[config.mk]
export PLATFORM = sky130hd
export DESIGN_NAME = pse_evt_bank
export DESIGN_NICKNAME = d
export VERILOG_FILES = /design/src/rtl/pse_evt_pkg.sv /design/src/rtl/pse_evt_reg.sv /design/src/rtl/pse_evt_cmd.sv /design/src/rtl/pse_evt_irq.sv /design/src/rtl/pse_evt_bank.sv
export SDC_FILE = /design/constraint.sdc
export NUM_CORES = 1
export LEC_CHECK = 0
export BUFFER_PORTS_ARGS = -buffer_cell sky130_fd_sc_hd__clkbuf_2
export CORE_ASPECT_RATIO = 1.1
export CORE_UTILIZATION = 30
export CTS_CLUSTER_DIAMETER = 100
export CTS_CLUSTER_SIZE = 24
export DETAILED_ROUTE_END_ITERATION = 6
export SLEW_MARGIN = 40
export SYNTH_ARGS = -nofsm -noshare
export SYNTH_HDL_FRONTEND = slang
export SYNTH_SLANG_ARGS = --single-unit
[constraint.sdc]
create_clock -name clk -period 4.37 [get_ports clk]
set_clock_uncertainty 0.1 [all_clocks]
set_input_delay 0.437 -clock clk [delete_from_list [all_inputs] [get_ports clk]]
set_output_delay 0.437 -clock clk [all_outputs]
set_load 0.1 [all_outputs]
[src/rtl/pse_evt_pkg.sv]
`timescale 1ns/1ps
package pse_evt_pkg;
    localparam int PORTS    = 4;
    localparam int BYTE_W   = 8;
    localparam int EV_REGS  = 5;             // four port event bytes + supply byte
    localparam int SUP_IDX  = EV_REGS - 1;

    typedef logic [BYTE_W-1:0]               byte_t;
    typedef logic [EV_REGS-1:0][BYTE_W-1:0]  ev_bank_t;

    localparam byte_t A_SUM     = 8'h00;
    localparam byte_t A_MASK    = 8'h01;
    localparam byte_t A_EV_BASE = 8'h02;
    localparam byte_t A_GEN     = 8'h17;
    localparam byte_t A_CMD     = 8'h1A;

    localparam byte_t SUP_RST   = 8'h70;
    localparam byte_t SUP_VALID = 8'hF0;
    localparam byte_t MASK_RST  = 8'h80;
    localparam int    GEN_EN_BIT = BYTE_W - 1;

    // command byte bit positions
    localparam int C_CLR_ALL = 7;
    localparam int C_RELEASE = 6;
    localparam int C_IC_RST  = 4;

    typedef struct packed {
        logic             clr_all;
        logic             release_irq;
        logic             ic_rst;
        logic [PORTS-1:0] port_rst;
    } cmd_t;

    // Plain-view code of event register i; the clearing alias is one higher.
    function automatic byte_t ev_addr(input int i);
        return A_EV_BASE + byte_t'(2 * i);
    endfunction

    // Fold the event bank into the eight summary flags.
    function automatic byte_t summarize(input ev_bank_t e);
        byte_t s;
        s[7] = |e[SUP_IDX];
        s[6] = |e[3];
        s[5] = |e[2][PORTS-1:0];
        s[4] = |e[1][2*PORTS-1:PORTS];
        s[3] = |e[1][PORTS-1:0];
        s[2] = |e[2][2*PORTS-1:PORTS];
        s[1] = |e[0][2*PORTS-1:PORTS];
        s[0] = |e[0][PORTS-1:0];
        return s;
    endfunction

    function automatic cmd_t decode_cmd(input byte_t d);
        cmd_t c;
        c.clr_all     = d[C_CLR_ALL];
        c.release_irq = d[C_RELEASE];
        c.ic_rst      = d[C_IC_RST];
        c.port_rst    = d[PORTS-1:0];
        return c;
    endfunction
endpackage

[src/rtl/pse_evt_reg.sv]
`timescale 1ns/1ps
module pse_evt_reg
    import pse_evt_pkg::*;
#(
    parameter byte_t RST_VAL = 8'h00,
    parameter byte_t VALID   = 8'hFF
) (
    input  logic  clk,
    input  logic  rst,
    input  logic  clr,
    input  byte_t set,
    output byte_t q
);
    // a coincident set survives the clear
    always_ff @(posedge clk) begin
        if (rst) q <= RST_VAL;
        else     q <= ((clr ? '0 : q) | set) & VALID;
    end
endmodule

[src/rtl/pse_evt_cmd.sv]
`timescale 1ns/1ps
module pse_evt_cmd
    import pse_evt_pkg::*;
(
    input  logic             clk,
    input  logic             rst,
    input  logic             hit,
    input  byte_t            wr_data,
    output cmd_t             now,
    output logic             ic_rst_req,
    output logic [PORTS-1:0] port_rst_req
);
    cmd_t dec;

    always_comb begin
        dec = decode_cmd(wr_data);
        now = hit ? dec : '0;
    end

    always_ff @(posedge clk) begin
        if (rst) begin
            ic_rst_req   <= 1'b0;
            port_rst_req <= '0;
        end else begin
            ic_rst_req   <= now.ic_rst;
            port_rst_req <= now.port_rst;
        end
    end
endmodule

[src/rtl/pse_evt_irq.sv]
`timescale 1ns/1ps
module pse_evt_irq
    import pse_evt_pkg::*;
(
    input  logic  clk,
    input  logic  rst,
    input  logic  wr_mask,
    input  logic  wr_gen,
    input  byte_t wr_data,
    input  byte_t sum,
    input  byte_t new_sum,
    input  logic  release_req,
    output byte_t mask_q,
    output logic  gen_en,
    output logic  irq_n
);
    logic released;
    logic rearm;

    assign rearm = |(new_sum & mask_q);

    always_ff @(posedge clk) begin
        if (rst) begin
            mask_q   <= MASK_RST;
            gen_en   <= 1'b1;
            released <= 1'b0;
        end else begin
            if (wr_mask) mask_q <= wr_data;
            if (wr_gen)  gen_en <= wr_data[GEN_EN_BIT];
            if (rearm)            released <= 1'b0;
            else if (release_req) released <= 1'b1;
        end
    end

    assign irq_n = !(gen_en && (|(sum & mask_q)) && !released);
endmodule

[src/rtl/pse_evt_bank.sv]
`timescale 1ns/1ps
module pse_evt_bank
    import pse_evt_pkg::*;
(
    input  logic             clk,
    input  logic             rst,
    input  logic [7:0]       cmd_addr,
    input  logic [7:0]       wr_data,
    input  logic             wr_en,
    input  logic             rd_en,
    output logic [7:0]       rd_data,
    input  logic [3:0]       ev_pg_chg,
    input  logic [3:0]       ev_pe_chg,
    input  logic [3:0]       ev_cls_done,
    input  logic [3:0]       ev_det_done,
    input  logic [3:0]       ev_disc,
    input  logic [3:0]       ev_ocut,
    input  logic [3:0]       ev_ilim,
    input  logic [3:0]       ev_start,
    input  logic [3:0]       ev_supply,
    output logic             irq_n,
    output logic             ic_rst_req,
    output logic [3:0]       port_rst_req
);
    ev_bank_t pulse_bank;
    ev_bank_t ev_q;
    byte_t    int_sum;
    byte_t    mask_q;
    logic     gen_en;
    cmd_t     cmd_now;

    assign pulse_bank[0]       = {ev_pg_chg,   ev_pe_chg};
    assign pulse_bank[1]       = {ev_cls_done, ev_det_done};
    assign pulse_bank[2]       = {ev_disc,     ev_ocut};
    assign pulse_bank[3]       = {ev_ilim,     ev_start};
    assign pulse_bank[SUP_IDX] = {ev_supply,   {(BYTE_W-PORTS){1'b0}}};

    pse_evt_cmd u_cmd (
        .clk          (clk),
        .rst          (rst),
        .hit          (wr_en && cmd_addr == A_CMD),
        .wr_data      (wr_data),
        .now          (cmd_now),
        .ic_rst_req   (ic_rst_req),
        .port_rst_req (port_rst_req)
    );

    for (genvar i = 0; i < EV_REGS; i++) begin : g_ev
        logic clr;
        assign clr = cmd_now.clr_all ||
                     (rd_en && cmd_addr == (ev_addr(i) | 8'h01));
        if (i == SUP_IDX) begin : g_sup
            pse_evt_reg #(.RST_VAL(SUP_RST), .VALID(SUP_VALID)) u_reg (
                .clk (clk), .rst (rst), .clr (clr),
                .set (pulse_bank[i]), .q (ev_q[i])
            );
        end else begin : g_port
            pse_evt_reg #(.RST_VAL(8'h00), .VALID(8'hFF)) u_reg (
                .clk (clk), .rst (rst), .clr (clr),
                .set (pulse_bank[i]), .q (ev_q[i])
            );
        end
    end

    assign int_sum = summarize(ev_q);

    pse_evt_irq u_irq (
        .clk         (clk),
        .rst         (rst),
        .wr_mask     (wr_en && cmd_addr == A_MASK),
        .wr_gen      (wr_en && cmd_addr == A_GEN),
        .wr_data     (wr_data),
        .sum         (int_sum),
        .new_sum     (summarize(pulse_bank)),
        .release_req (cmd_now.release_irq),
        .mask_q      (mask_q),
        .gen_en      (gen_en),
        .irq_n       (irq_n)
    );

    always_comb begin
        rd_data = '0;
        unique case (cmd_addr)
            A_SUM:   rd_data = int_sum;
            A_MASK:  rd_data = mask_q;
            A_GEN:   rd_data = {gen_en, {(BYTE_W-1){1'b0}}};
            default: begin
                for (int i = 0; i < EV_REGS; i++) begin
                    if (cmd_addr[7:1] == ev_addr(i)[7:1]) rd_data = ev_q[i];
                end
            end
        endcase
    end
endmodule

; ---- Word level (Yosys, flattened, before mapping)
; Cells that the tools add are included.
[word_totals]
wordCells = 81
mem_count = 0
ff_bits = 55
mem_bits_ro = 0
output_inout_bits = 14
latchBits = 0
ram_bits = 0
inputBits = 56
[classes]
n_div = 0
magnitude_cmp = 0
eq_ne = 13
shifts = 0
mux = 12
n_addsub = 0
n_reduce_logical = 37
bitwise_logic = 8
multipliers = 0
[op_table]
columns = operator, count
row1 = $mux W8, 10
row2 = $reduce_or A4 Y1, 13
row3 = $or A8 B8 Y8, 5
row4 = $reduce_or A8 Y1, 4
row5 = $pmux W8 S3, 1
row6 = $and A8 B8 Y8, 2
row7 = $eq A8 B3 Y1 const B, 2
row8 = $eq A8 B4 Y1 const B, 2
row9 = $eq A8 B5 Y1 const B, 2
row10 = $eq A7 B2 Y1 const B, 2
row11 = $eq A7 B3 Y1 const B, 2
row12 = $logic_and A1 B1 Y1, 10
row13 = $reduce_or A9 Y1, 1
row14 = $eq A8 B1 Y1 const B, 1
row15 = $eq A8 B2 Y1 const B, 1
row16 = $logic_not A8 Y1, 1
row17 = $eq A7 B1 Y1 const B, 1
row18 = $mux W7, 1
row19 = $logic_or A1 B1 Y1, 5
row20 = $logic_not A1 Y1, 2
row21 = $reduce_or A2 Y1, 1
row22 = $not A1 Y1, 1

; ---- Depth between registers and ports, before layout
[logic_depth]
ltp_word = 7
depth_mapped = 6
depth_no_buf = 4

; ---- Hierarchy
; Synthesis repeated with hierarchy kept, for this count alone.
[hier_totals]
cells_unflattened = 340
hier_area_um2 = 2862.7
[modules_own_cells]
columns = mod, cells_per_inst, area_each_um2, instances, seq_area_each_um2
row1 = pse_evt_reg at g_ev[0].g_port.u_reg ..., 33, 304.0, 4, 160.2
row2 = pse_evt_bank, 127, 822.0, 1, 0.0
row3 = pse_evt_irq, 42, 437.9, 1, 200.2
row4 = pse_evt_cmd, 18, 209.0, 1, 100.1
row5 = pse_evt_reg at g_ev[4].g_sup.u_reg, 21, 177.7, 1, 80.1

; ---- Least setup slack after synthesis
; OpenSTA, ideal clock, no wires.
[synth_timing]
kind = in2out
from = in cmd_addr[2]
to = out rd_data[0]
t_required_ns = 3.833
stages = 6
path_slack_ns = 1.111
t_arrival_ns = 2.722
path_buffers = 2
path_cell_list = buf_4 -> nor2_1 -> and2_1 -> clkbuf_1 -> nand2_1 -> a21oi_1
[synth_between]
elab_chain_len = 7
elab_cells_between_ends = 14
classes_between = 7 x eq/ne / 6 x mux / 1 x reduce/logical
[synth_lines]
columns = element, line
row1 = "start, declared", pse_evt_bank.sv:7  ; input logic [7:0] cmd_addr,
row2 = $eq A7 B1 Y1, pse_evt_bank.sv:89  ; if (cmd_addr[7:1] == ev_addr(i)[7:1]) rd_data = ev_q[i];
row3 = $mux W8 (5 in series), pse_evt_bank.sv:89
row4 = $pmux W8 S3 *, pse_evt_bank.sv:83  ; unique case (cmd_addr)
row5 = "end, declared", pse_evt_bank.sv:11  ; output logic [7:0] rd_data,
; Every way passes the cells marked *; elsewhere a longest branch is shown, timed or not.

; ---- Worst setup path after layout
[layout_timing]
from = reg g_ev[0].g_port.u_reg.q[0]
to = out irq_n
[layout_between]
elab_chain_len = 6
[layout_lines]
columns = element, line
row1 = "start, declared", pse_evt_reg.sv:12  ; output byte_t q
row2 = "start signal, assigned", pse_evt_reg.sv:17  ; else q <= ((clr ? '0 : q) | set) & VALID;
row3 = $reduce_or A4 Y1, pse_evt_pkg.sv:49  ; s[0] = |e[0][PORTS-1:0];
row4 = $and A8 B8 Y8, pse_evt_irq.sv:35  ; assign irq_n = !(gen_en && (|(sum & mask_q)) && !released);
row5 = $reduce_or A8 Y1, pse_evt_irq.sv:35
row6 = $logic_and A1 B1 Y1 (2 in series), pse_evt_irq.sv:35
row7 = $logic_not A1 Y1, pse_evt_irq.sv:35
row8 = "end, declared", pse_evt_bank.sv:21  ; output logic irq_n,
; Every way passes these cells.

==> results.toml <==
[cts]
cts_resized = 0
htreeDepth = 2
ctsHoldBuffers = 0
path_clk_slew_ns = 0.10
root_buffer = "clkbuf_8"
cts_tree = "done"
clock_sinks = 51
post-cts-setup-buffers = 0
clk_path_buf_depth = 2
numCtsBuffers = 5
clkLatencyLatePin_ns = 0.31

[layout]
post-route-cell-area_um2 = 2998
mostFrequentLayoutCells = "clkbuf_2, dfxtp_1, a22o_1, mux2i_1, nor2_1"
drive_gt1_frac = 0.2890
final_cells = 416
syn_to_final_growth_pct = 19.68
fin_nets = 363
diodes = 0
utilization = 0.3748
mostFrequentLayoutCell = "clkbuf_2"
fillers = 824

[timing]
fmax_mhz = 339.7
tightestPinTransition_ns = 0.6326
relSlewSlack = 0.5728
rsz0062_at_grt = "false"
setup_viol = 0
hold_viol = 0
min_period_over_period = 0.6736
setup_tns_ns = 0
final.setup.worst_slack_ns = 1.426
fin_crit_ns = 2.944
slew_violations = 0

[run_status]
outcome = "finished, final reports clean"

[synthesis]
synth_cell_types = 46
yosysWarnings = 0
ys_async_sr_fraction = 0
syn_area_um2 = 2505
syn_inst = 246
syn_nets = 302
avgSynthCellArea_um2 = 10.18
yosysSeqAreaShare = 0.4076
synth_ff_type = "dfxtp_1"
ys_ff_latch = 51
synth-edff-count = 0

[setup_path]
path_max_fanout = 3
r2r_start = "u_irq.mask_q[3]"
r2r-end = "u_irq.released"
cpMaxStageDelayCell = "or4_1"
criticalPathCategory = "reg -> out"
critical_path_arrival_ns = 2.41
cp-start-kind = "register"
worstPathCellList = "or4_1, o2bb2ai_1, a221oi_1, a311o_1, clkbuf_2"
cp.required_ns = 3.83
rr_worst_depth = 3
cpPeakStageDelay_ns = 0.57
reg2reg_slack_ns = 3.03
end_kind = "output pin"

[worst_hold_path]
worst_hold_path_type = "in -> reg"
worstHoldStart = "wr_data[3]"
hold_end = "u_cmd.port_rst_req[3]"
whs_path_depth = 2

[floorplanning]
die_w_um = 89.13
die_area_um2 = 8720
row_count = 34
fp.coreArea_um2 = 7998
start_util = 0.3132
num_io_pins = 70
die_h_um = 97.84

[job]
drv_cap = 0

[drt]
wirelength_um = 7291
wl_per_cell_um = 17.53
firstDrtPassIters = 4
num_vias = 2276
drc = 0
via_per_inst = 5.471
antenna_left = 0
drtIter0Drc = 118

[global_routing]
grt-ovfl-total = 0
grt_usage = 0.1727
grt_pass1_vias = 2185
grt_start_max_net_pins = 36
grt_pass1_wl_um = 11370
antenna_found_initial = 0

[placed_design]
placed_area_um2 = 2907
dp_slack_ns = 1.628
port-buffer-count = 69
dp_hpwl_um = 5661
gp_congestion = 0.8169
dp.cells = 408

[pwr]
power.leakage_uw = 0.001235
ir_drop_v = 0.0001164
cellPowerDensity_nw_per_um2 = 316.2
==> worst max-delay path by stage <==
stage | start | endpoint | slack [ns] | depth (start not counted)
2_1_floorplan | cmd_addr[2] | rd_data[0] | 1.11 | 6
3_3_place_gp | cmd_addr[2] | rd_data[6] | 1.69 | 6
3_5_place_dp | cmd_addr[2] | rd_data[6] | 1.63 | 6
4_1_cts | g_ev[0].g_port.u_reg.q[0] | irq_n | 1.41 | 5
5_1_grt | g_ev[0].g_port.u_reg.q[0] | irq_n | 1.35 | 5
6_report | g_ev[0].g_port.u_reg.q[0] | irq_n | 1.43 | 5
==> power by group <==
group / leakage, µW / internal, µW / switching, µW
sequential: 0.000423 / 493 / 24.9
clock: 0.0000485 / 115 / 165
combinational: 0.000763 / 67.9 / 81.7
total: 0.00123 / 676 / 272
==> state kept, by name, summed over array words and instances, names as in the netlist <==
name,count
u_irq.mask_q,8
u_irq.released,1
u_irq.gen_en,1
g_ev.g_port.u_reg.q,32
g_ev.g_sup.u_reg.q,4
u_cmd.port_rst_req,4
u_cmd.ic_rst_req,1
==> metrics by stage <==
step,hold WS [ns],total power [µW]
floorplan,0.3509,616.9
global placement,0.3848,676.3
detailed placement,0.3740,677.2
CTS,0.2334,955.6
global route,0.2384,988.6
finish,0.2389,948.0
==> area by class of cell <==
| cell class | instances | area (µm²) | share of cell area |
|---|---|---|---|
| inverter | 5 | 20.02 | 0.006678 |
| timing repair buffer | 69 | 345.3 | 0.1152 |
| multi-input combinational | 175 | 1385 | 0.4620 |
| clock inverter | 3 | 22.52 | 0.007513 |
| sequential | 51 | 1021 | 0.3406 |
| tap | 108 | 135.1 | 0.04508 |
| clock buffer | 5 | 68.82 | 0.02295 |
==> per-layer routing <==
layer  vias to the layer above  global-route usage  wire [µm]  share of wire
met5                         -                   0          0              0
met4                         0             0.06471        107          0.015
met3                        11             0.03043        317          0.043
met2                        73              0.2678       3353           0.46
met1                      1096              0.2371       3513           0.48
li1                       1096                   -          -              -
==> worst max-delay path: cells and delay by family (launching register included) <==
| kind | cells | cell delay, ns |
|---|---|---|
| AO/OA/AOI/OAI | 3 | 0.73 |
| AND/OR/NAND/NOR | 1 | 0.57 |
| buffers and inverters | 1 | 0.46 |
| flip-flops | 1 | 0.34 |
==> cells by family (layout without fill, tap and decap cells) <==
kind of cell           count (synthesis)  in the layout  synth area share
AOI/OAI and AO/OA                     85             85            0.3007
buffers and inverters                 20             82           0.03946
DFF                                   51             51            0.4076
muxes                                 22             22           0.08891
and+or+nand+nor                       68             68            0.1633
==> cell usage after synthesis (5+ instances only) <==
cell type | number | area [µm²]
nand2_1 | 10 | 37.54
mux2i_1 | 20 | 200.2
a211o_1 | 5 | 43.79
a21oi_1 | 5 | 25.02
clkbuf_1 | 7 | 26.28
dfxtp_1 | 51 | 1021
nor2_1 | 15 | 56.30
o41ai_1 | 7 | 61.31
a22o_1 | 34 | 297.8
or4_1 | 7 | 52.55
o2bb2ai_1 | 5 | 43.79
nor4_1 | 5 | 31.28
and2_1 | 7 | 43.79
(Power assumes the default switching activity.)
